$ cat src/rtl/seq_trig_pkg.sv
package seq_trig_pkg;

    localparam int COND_W = 3;

    typedef enum logic [COND_W-1:0] {
        COND_ANY  = 3'd0,
        COND_LO   = 3'd1,
        COND_HI   = 3'd2,
        COND_RISE = 3'd3,
        COND_FALL = 3'd4
    } cond_e;

    typedef enum logic [1:0] {
        ST_IDLE = 2'd0,
        ST_HUNT = 2'd1,
        ST_HOLD = 2'd2
    } seq_state_e;

    // One channel condition against current and previous sample
    function automatic logic cond_holds(input logic [COND_W-1:0] code,
                                        input logic cur,
                                        input logic prv);
        logic ok;
        case (code)
            COND_LO:   ok = !cur;
            COND_HI:   ok = cur;
            COND_RISE: ok = cur && !prv;
            COND_FALL: ok = !cur && prv;
            default:   ok = 1'b1;
        endcase
        return ok;
    endfunction

endpackage

$ cat src/rtl/trig_stage_match.sv
module trig_stage_match
    import seq_trig_pkg::*;
#(
    parameter int N_CH = 8
) (
    input  logic [N_CH*COND_W-1:0] cfg,
    input  logic [N_CH-1:0]        cur,
    input  logic [N_CH-1:0]        prv,
    output logic                   hit
);

    logic [N_CH-1:0] ok;

    for (genvar c = 0; c < N_CH; c++) begin : g_ch
        assign ok[c] = cond_holds(cfg[c*COND_W +: COND_W], cur[c], prv[c]);
    end

    assign hit = &ok;

endmodule

$ cat src/rtl/trig_dly_cnt.sv
module trig_dly_cnt #(
    parameter int DLY_W = 16
) (
    input  logic             clk,
    input  logic             rst,
    input  logic             clr,
    input  logic             load,
    input  logic [DLY_W-1:0] load_val,
    input  logic             tick,
    output logic             expire
);

    logic [DLY_W-1:0] cnt;

    always_ff @(posedge clk) begin
        if (rst || clr) begin
            cnt <= '0;
        end else if (load) begin
            cnt <= load_val;
        end else if (tick && (cnt != '0)) begin
            cnt <= cnt - DLY_W'(1);
        end
    end

    assign expire = (cnt == DLY_W'(1));

endmodule

$ cat src/rtl/trig_seq_ctrl.sv
module trig_seq_ctrl
    import seq_trig_pkg::*;
#(
    parameter int N_STAGE = 4,
    parameter int IDX_W   = 2
) (
    input  logic               clk,
    input  logic               rst,
    input  logic               arm,
    input  logic [N_STAGE-1:0] hit_vec,
    input  logic [N_STAGE-1:0] expire_vec,
    input  logic [N_STAGE-1:0] dly_zero_vec,
    input  logic [IDX_W-1:0]   last_idx,
    output seq_state_e         state,
    output logic [IDX_W-1:0]   stage,
    output logic               fire,
    output logic [N_STAGE-1:0] load_vec,
    output logic [N_STAGE-1:0] tick_vec
);

    logic               cur_hit;
    logic               cur_zero;
    logic               cur_exp;
    logic               at_last;
    logic               advance;
    logic [N_STAGE-1:0] stage_oh;

    always_comb begin
        cur_hit  = hit_vec[stage];
        cur_zero = dly_zero_vec[stage];
        cur_exp  = expire_vec[stage];
        at_last  = (stage >= last_idx);
        stage_oh = N_STAGE'(1) << stage;
        advance  = ((state == ST_HUNT) && cur_hit && cur_zero) ||
                   ((state == ST_HOLD) && cur_exp);
        load_vec = ((state == ST_HUNT) && cur_hit && !cur_zero) ? stage_oh : '0;
        tick_vec = (state == ST_HOLD) ? stage_oh : '0;
    end

    always_ff @(posedge clk) begin
        if (rst) begin
            state <= ST_IDLE;
            stage <= '0;
            fire  <= 1'b0;
        end else if (arm) begin
            state <= ST_HUNT;
            stage <= '0;
            fire  <= 1'b0;
        end else begin
            fire <= 1'b0;
            if (advance) begin
                if (at_last) begin
                    fire  <= 1'b1;
                    state <= ST_IDLE;
                    stage <= '0;
                end else begin
                    state <= ST_HUNT;
                    stage <= stage + IDX_W'(1);
                end
            end else if ((state == ST_HUNT) && cur_hit) begin
                state <= ST_HOLD;
            end
        end
    end

endmodule

$ cat src/rtl/seq_pattern_trig.sv
module seq_pattern_trig
    import seq_trig_pkg::*;
#(
    parameter  int N_CH    = 8,
    parameter  int N_STAGE = 4,
    parameter  int DLY_W   = 16,
    localparam int IDX_W   = $clog2(N_STAGE),
    localparam int SCFG_W  = N_CH * COND_W
) (
    input  logic                       clk,
    input  logic                       rst,
    input  logic                       arm,
    input  logic [N_CH-1:0]            ch_in,
    input  logic [N_STAGE*SCFG_W-1:0]  stage_cfg,
    input  logic [N_STAGE*DLY_W-1:0]   dly_cfg,
    input  logic [IDX_W-1:0]           last_stage,
    output logic                       trig,
    output logic [IDX_W-1:0]           stage_idx,
    output logic                       armed
);

    logic [N_CH-1:0]    ch_prev;
    logic [N_STAGE-1:0] hit_vec;
    logic [N_STAGE-1:0] expire_vec;
    logic [N_STAGE-1:0] dly_zero_vec;
    logic [N_STAGE-1:0] load_vec;
    logic [N_STAGE-1:0] tick_vec;
    seq_state_e         state;

    // Previous sample for edge conditions
    always_ff @(posedge clk) begin
        ch_prev <= ch_in;
    end

    for (genvar s = 0; s < N_STAGE; s++) begin : g_stage
        trig_stage_match #(.N_CH(N_CH)) u_match (
            .cfg (stage_cfg[s*SCFG_W +: SCFG_W]),
            .cur (ch_in),
            .prv (ch_prev),
            .hit (hit_vec[s])
        );

        trig_dly_cnt #(.DLY_W(DLY_W)) u_dly (
            .clk      (clk),
            .rst      (rst),
            .clr      (arm),
            .load     (load_vec[s]),
            .load_val (dly_cfg[s*DLY_W +: DLY_W]),
            .tick     (tick_vec[s]),
            .expire   (expire_vec[s])
        );

        assign dly_zero_vec[s] = (dly_cfg[s*DLY_W +: DLY_W] == '0);
    end

    trig_seq_ctrl #(.N_STAGE(N_STAGE), .IDX_W(IDX_W)) u_ctrl (
        .clk          (clk),
        .rst          (rst),
        .arm          (arm),
        .hit_vec      (hit_vec),
        .expire_vec   (expire_vec),
        .dly_zero_vec (dly_zero_vec),
        .last_idx     (last_stage),
        .state        (state),
        .stage        (stage_idx),
        .fire         (trig),
        .load_vec     (load_vec),
        .tick_vec     (tick_vec)
    );

    assign armed = (state != ST_IDLE);

endmodule

$ cat config.mk
export PLATFORM = sky130hd
export DESIGN_NAME = seq_pattern_trig
export DESIGN_NICKNAME = d
export VERILOG_FILES = /design/src/rtl/seq_trig_pkg.sv /design/src/rtl/trig_stage_match.sv /design/src/rtl/trig_dly_cnt.sv /design/src/rtl/trig_seq_ctrl.sv /design/src/rtl/seq_pattern_trig.sv
export SDC_FILE = /design/constraint.sdc
export NUM_CORES = 1
export LEC_CHECK = 0
export CAP_MARGIN = 20
export CORE_ASPECT_RATIO = 1.2
export CORE_UTILIZATION = 40
export CTS_CLUSTER_DIAMETER = 120
export DETAILED_ROUTE_END_ITERATION = 6
export GPL_ROUTABILITY_DRIVEN = 0
export GPL_TIMING_DRIVEN = 0
export PLACE_DENSITY = 0.73
export RECOVER_POWER = 50
export SETUP_SLACK_MARGIN = 0.4
export SLEW_MARGIN = 10
export SYNTH_ARGS = -nofsm -noshare
export SYNTH_HDL_FRONTEND = slang
export SYNTH_SLANG_ARGS = --single-unit
$ cat constraint.sdc
create_clock -name clk -period 2.8 [get_ports clk]
set_input_delay 0.28 -clock clk [delete_from_list [all_inputs] [get_ports clk]]
set_output_delay 0.28 -clock clk [all_outputs]
set_load 0.005 [all_outputs]
After elaboration in Yosys (flattened, before gate mapping)
Index checks and enable logic that the tools add are counted.

Bits in registers: 77. Input bits: 173. Word-level logic and storage cells: 270.

Add/subtract/negate cells: 5. $lt $le $gt $ge: 2. Eq/ne operators: 134. Shift-type cells: 1. Mux-type cells: 54. Bitwise operators: 1. Reduce and logical (&&, ||, !) cells: 64.

Operators with widths (count): 3-bit by 2-bit equality test with 1-bit output (second input constant) (64); 16-bit 2-to-1 mux (8); 1-bit one-hot mux with 4 select lines (32); 3-bit by 1-bit equality test with 1-bit output (second input constant) (32); 3-bit equality test (second input constant) (32); 16-bit by 1-bit equality test with 1-bit output (second input constant) (4); 16-bit logical NOT (4); 16-bit nonzero test (4); 16-bit by 1-bit subtractor with 16-bit output (second input constant) (4); 8-bit AND reduction (4); 1-bit logical AND (24); 1-bit logical NOT (17); 2-bit nonzero test (6); 4-bit 2-to-1 mux (2); 1-bit binary-select mux with 2-bit select (3); 1-bit 2-to-1 mux (6); 2-bit 2-to-1 mux (3); 1-bit by 2-bit << shifter with 4-bit output (first input constant) (1); 2-bit by 3-bit less-than comparator with 1-bit output (second input constant) (1); 3-bit nonzero test (1); 3-bit OR reduction (1); 2-bit by 1-bit adder with 2-bit output (second input constant) (1); 2-bit by 1-bit equality test with 1-bit output (second input constant) (1); 2-bit equality test (second input constant) (1); 4 further kinds (5).

Logic depth before layout (Yosys ltp)
Depth after elaboration: 11. Gate-level depth with buffers: 12. Mapped depth without buffers: 9.

Cells and area by module
From an unflattened synthesis, not the netlist that was laid out.

Cell total of the unflattened synthesis: 730. Area, all modules: 5948.2 um^2.

By module, submodules not included: trig_dly_cnt at g_stage[1].u_dly ... (times used 3, cells an instance 114, area each 954.7 um^2, sequential area each 320.3 um^2); trig_stage_match (times used 4, cells an instance 50, area each 346.6 um^2, sequential area each 0.0 um^2); trig_dly_cnt at g_stage[0].u_dly (times used 1, cells an instance 111, area each 927.1 um^2, sequential area each 320.3 um^2); trig_seq_ctrl (times used 1, cells an instance 48, area each 469.2 um^2, sequential area each 100.1 um^2); seq_pattern_trig (times used 1, cells an instance 29, area each 301.5 um^2, sequential area each 160.2 um^2).

Least setup slack after synthesis
No wires, ideal clock.

Path type: flip-flop to flip-flop. From: register ch_prev[0]. To: register g_stage[1].u_dly.cnt[10]. Setup time: 128 ps. Arrival: 2791 ps. Data required time: 2672 ps. Slack: -118 ps. Stages on the path, launching flop included: 11. Path buffers: 2. Period minus slack after synthesis: 2918 ps. Path through: dfxtp_1 > nor4b_1 > or4_1 > nor4_2 > o221ai_1 > or4b_1 > buf_6 > a211oi_4 > buf_8 > mux2i_1 > nor2_1.

Cells in the longest elaborated chain, start to end: 10.

Ends and longest elaborated chain: start: declaration (RTL line seq_pattern_trig.sv:22) `logic [N_CH-1:0] ch_prev;`; start signal: assignment (RTL line seq_pattern_trig.sv:32) `ch_prev <= ch_in;`; 1-bit logical NOT (RTL line seq_trig_pkg.sv:27) `COND_RISE: ok = cur && !prv;`; 1-bit logical AND (RTL line seq_trig_pkg.sv:27); 1-bit one-hot mux with 4 select lines (RTL line seq_trig_pkg.sv:24) `case (code)`; 8-bit AND reduction (RTL line trig_stage_match.sv:18) `assign hit = &ok;`; 1-bit binary-select mux with 2-bit select (*) (RTL line trig_seq_ctrl.sv:29) `cur_hit = hit_vec[stage];`; 1-bit 2-to-1 mux (implied by the code) (*) (RTL line trig_seq_ctrl.sv:29); 1-bit logical AND (*) (2 in series) (RTL line trig_seq_ctrl.sv:36) `load_vec = ((state == ST_HUNT) && cur_hit && !cur_zero) ? stage_oh : '0;`; 4-bit 2-to-1 mux (*) (RTL line trig_seq_ctrl.sv:36); 16-bit 2-to-1 mux / 2-bit nonzero test (equally long branches); end signal: assignment (RTL line trig_dly_cnt.sv:19) `cnt <= load_val;`; end signal: assignment (RTL line trig_dly_cnt.sv:21) `cnt <= cnt - DLY_W'(1);`; end: declaration (RTL line trig_dly_cnt.sv:13) `logic [DLY_W-1:0] cnt;`.

Mark *: on every way between the ends. The rest lies on a longest branch, timed or not. The select of a mux whose other input is x is not followed. A chain may end at the register's enable or synchronous reset.

Worst setup path after layout
From: register ch_prev[0]. To: register g_stage[2].u_dly.cnt[3].

Cells in the longest elaborated chain, start to end: 10.

Ends and longest elaborated chain (RTL line): 1-bit logical NOT (seq_trig_pkg.sv:27); 1-bit logical AND (seq_trig_pkg.sv:27); 1-bit one-hot mux with 4 select lines (seq_trig_pkg.sv:24); 8-bit AND reduction (trig_stage_match.sv:18); 1-bit binary-select mux with 2-bit select (*) (trig_seq_ctrl.sv:29); 1-bit 2-to-1 mux (implied by the code) (*) (trig_seq_ctrl.sv:29); 1-bit logical AND (*) (2 in series) (trig_seq_ctrl.sv:36); 4-bit 2-to-1 mux (*) (trig_seq_ctrl.sv:36); 16-bit 2-to-1 mux / 2-bit nonzero test (equally long branches); end signal: assignment (trig_dly_cnt.sv:19); end signal: assignment (trig_dly_cnt.sv:21); end: declaration (trig_dly_cnt.sv:13).

Marked as above.

==> key figures <==
Status
  – Status: finished with violations
  – Failing checks: setup timing

Clock tree
  – Num CTS Buffers: 9
  – Hold_buf cts: 0
  – Reg clk slew, reported paths: 0.06 ns
  – CTS tree: yes
  – Clock sinks: 77
  – Worst skew pair latency: 0.34 ns
  – CTS Buffer Depth: 2
  – H-tree levels: 3
  – Root cell of the clock tree: clkbuf_16

Worst setup path
  – CP Max Fanout: 6
  – CP required: 3.00 ns
  – CP endpoint kind: flip-flop
  – Critical path class: reg -> reg
  – CP arrival: 3.07 ns
  – Startpoint Class: flip-flop

Floorplanning
  – Die Ht: 134.5 um
  – Initial Utilization: 40.75%
  – Placeable Area: 14,350 um^2
  – I/O pin total: 177
  – Die width: 112.4 um
  – Die footprint: 15,110 um^2
  – Site row count: 48

Synth
  – Synthesized cell area: 5849 um^2
  – Post-synthesis instance total: 726
  – Async SR Flop Fraction: 0%
  – Top-area cell type share of the netlist area: 26.35%
  – Yosys Warn Count: 0
  – Syn_nets: 913
  – Post-synth top flop: dfxtp_1
  – Synth top cells by count: nor2_1, dfxtp_1, mux2i_1, inv_1, nor4_1
  – EDFF count, synth: 0
  – Top-count cell post-synth: nor2_1
  – Synth area leader: dfxtp_1
  – Yosys reg bits: 77
  – Unique masters post-synth: 66
  – Average footprint of a synthesized cell: 8.057 um^2
  – Sequential share of the synthesized area: 26.35%
  – Synth area leaders: dfxtp_1, mux2i_1, nor2_1

Timing
  – Worst Tran Pin Value: 0.7789 ns
  – Pins Over Slew Limit: 0
  – Clock Skew: 0.006062 ns
  – Minimum clock period after layout: 2.873 ns
  – Final setup viols: 53
  – Tcrit/Tclk final: 102.6%
  – Hold slack: 0.2050 ns
  – Fmax: 0.3481 GHz
  – RSZ-0062 raised after global routing: yes
  – Endpoints failing hold: 0
  – Worst Slack Setup Final: -0.07307 ns
  – Normalized max-slew margin: 47.60%

Global routing
  – First-pass GRT wire length: 30.79 mm
  – Vias in the first global route: 6,255
  – Total grt overflow: 0
  – Largest net degree at the start of global routing: 15
  – Initial antenna violation count: 0
  – GRT Total Usage: 26.07%

Placed design
  – DP HPWL: 15.04 mm
  – Port Buffer Count: 176
  – Placed inst area: 7858 um^2
  – Placed instance count: 1,077

Layout
  – Share of layout cells above drive strength 1: 12.53%
  – Fin area: 8697 um^2
  – FILL cells: 1,273
  – Post-Layout Cell Count: 1,125
  – Nets: 1,132
  – Synth-to-layout area growth: 48.68%
  – Antenna Cells: 0

Drt
  – WL/cell: 17.65 um
  – Number of remaining DRC errors: 0
  – DRT antenna net count: 0
  – Pre-antenna DRT Iters: 6
  – Initial DRC Count: 382
  – DR vias: 6,408
  – Vias per cell: 5.696
  – Post-Route WL: 19.86 mm

Pwr
  – Overall Power: 2.877 mW
  – Power Dens Cells: 330.8 nW/um^2
  – Peak VDD IR: 0.2319 mV
  – Leak: 3.327 nW

Hold path
  – Worst Hold Class: in -> reg

Flow run
  – MaxCap Viol Count: 0
[metrics by stage]
| stage | setup TNS, ns | util, % | setup slack [ns] |
|---|---|---|---|
| after floorplan | -1.146 | - | -0.07473 |
| after global placement | -55.84 | 54.74 | -0.9764 |
| after detailed placement | -55.44 | 54.74 | -0.9747 |
| after CTS | -5.093 | 59.42 | -0.1423 |
| after global routing | -9.826 | 60.59 | -0.2056 |
| final | -2.181 | 60.59 | -0.07307 |
[what timing repair did]
item	CTS	global route
endpoints found under the setup margin	69	69
pin swaps	11	13
resized for setup	64	29
buffers inserted	22	6
gates cloned	3	1
[kinds of logic after synthesis]
| logic type | Yosys count | synth area share (%) |
|---|---|---|
| simple gates | 337 | 32.30 |
| compound gates | 116 | 14.18 |
| flops | 77 | 26.35 |
| xor+xnor | 65 | 9.733 |
| buf+inv | 59 | 4.513 |
| mux | 58 | 9.925 |
| fa+ha+maj | 14 | 2.995 |
[cell type report]
class	instances	area (um^2)	area share (%)
plain buffers	19	146.4	1.683
clock buffers	9	225.2	2.590
clock inverters	7	73.82	0.8488
inverters	40	150.1	1.726
multi-input cells	590	4255	48.93
flip-flops and latches	77	1554	17.87
well taps	175	219.0	2.518
repair buffers	208	2073	23.84
[metal layers]
| layer | global-route usage (%) | wire length (um) | up-vias |
|---|---|---|---|
| li1 | - | - | 3134 |
| met1 | 27.91 | 7849 | 2955 |
| met2 | 47.90 | 9880 | 263 |
| met3 | 4.758 | 1246 | 56 |
| met4 | 15.26 | 879 | 0 |
| met5 | 0 | 0 | - |
[power breakdown]
| group | internal (mW) | total (mW) | leakage, nW | switching (mW) |
|---|---|---|---|---|
| Sequential | 1.10 | 1.12 | 0.625 | 0.0135 |
| Clock | 0.695 | 1.18 | 0.146 | 0.488 |
| Combinational | 0.332 | 0.578 | 2.56 | 0.246 |
[sequential cells by signal, summed over array words and instances, names as in the netlist]
| name | cells |
|---|---|
| ch_prev | 8 |
| u_ctrl.fire | 1 |
| g_stage.u_dly.cnt | 64 |
| u_ctrl.stage | 2 |
| u_ctrl.state | 2 |
[worst max-delay path, cell delays in order (launching register included)]
cell      delay, ns
dfxtp_4        0.36
nor4b_2        0.04
or4_1          0.51
nor4_2         0.16
o221ai_1       0.16
or4b_4         0.55
buf_8          0.16
a211oi_4       0.34
buf_6          0.20
mux2i_1        0.18
nor2_1         0.06
[cell usage in the layout, fill, tap and decap left out, types with 9 or more instances in the layout]
cell type        synthesis  routed
nor2_1                  95      95
nor3b_1                 18      18
nand2b_1                21      21
or4_1                   11      11
a21oi_2                  0       9
clkdlybuf4s50_1          0     162
inv_1                   40      38
dfxtp_1                 77      73
nand3_1                 15      13
nand4b_1                 9       9
nor3_1                  23      23
xnor2_1                 33      33
buf_4                    2      15
o21ai_0                 25      22
dlygate4sd2_1            0      11
clkbuf_16                0      10
nor4b_1                 20      19
ha_1                    14      14
mux2i_1                 58      58
clkbuf_1                12       9
nor4_1                  40      33
xor2_1                  32      32
buf_6                    3      18
nand2_1                 37      34
nand4_1                 10      10
a21oi_1                 28      16
[final timing paths]
check / from / end / slack [ns] / cells past startpoint
max: ch_prev[0] / g_stage[2].u_dly.cnt[3] / -0.07 / 10
max reg2reg: ch_prev[0] / g_stage[2].u_dly.cnt[3] / -0.07 / 10
min reg2reg: g_stage[3].u_dly.cnt[15] / g_stage[3].u_dly.cnt[15] / 0.53 / 2
min: ch_in[4] / ch_prev[4] / 0.20 / 1
No activity file was read; power rests on OpenSTA's default activity.
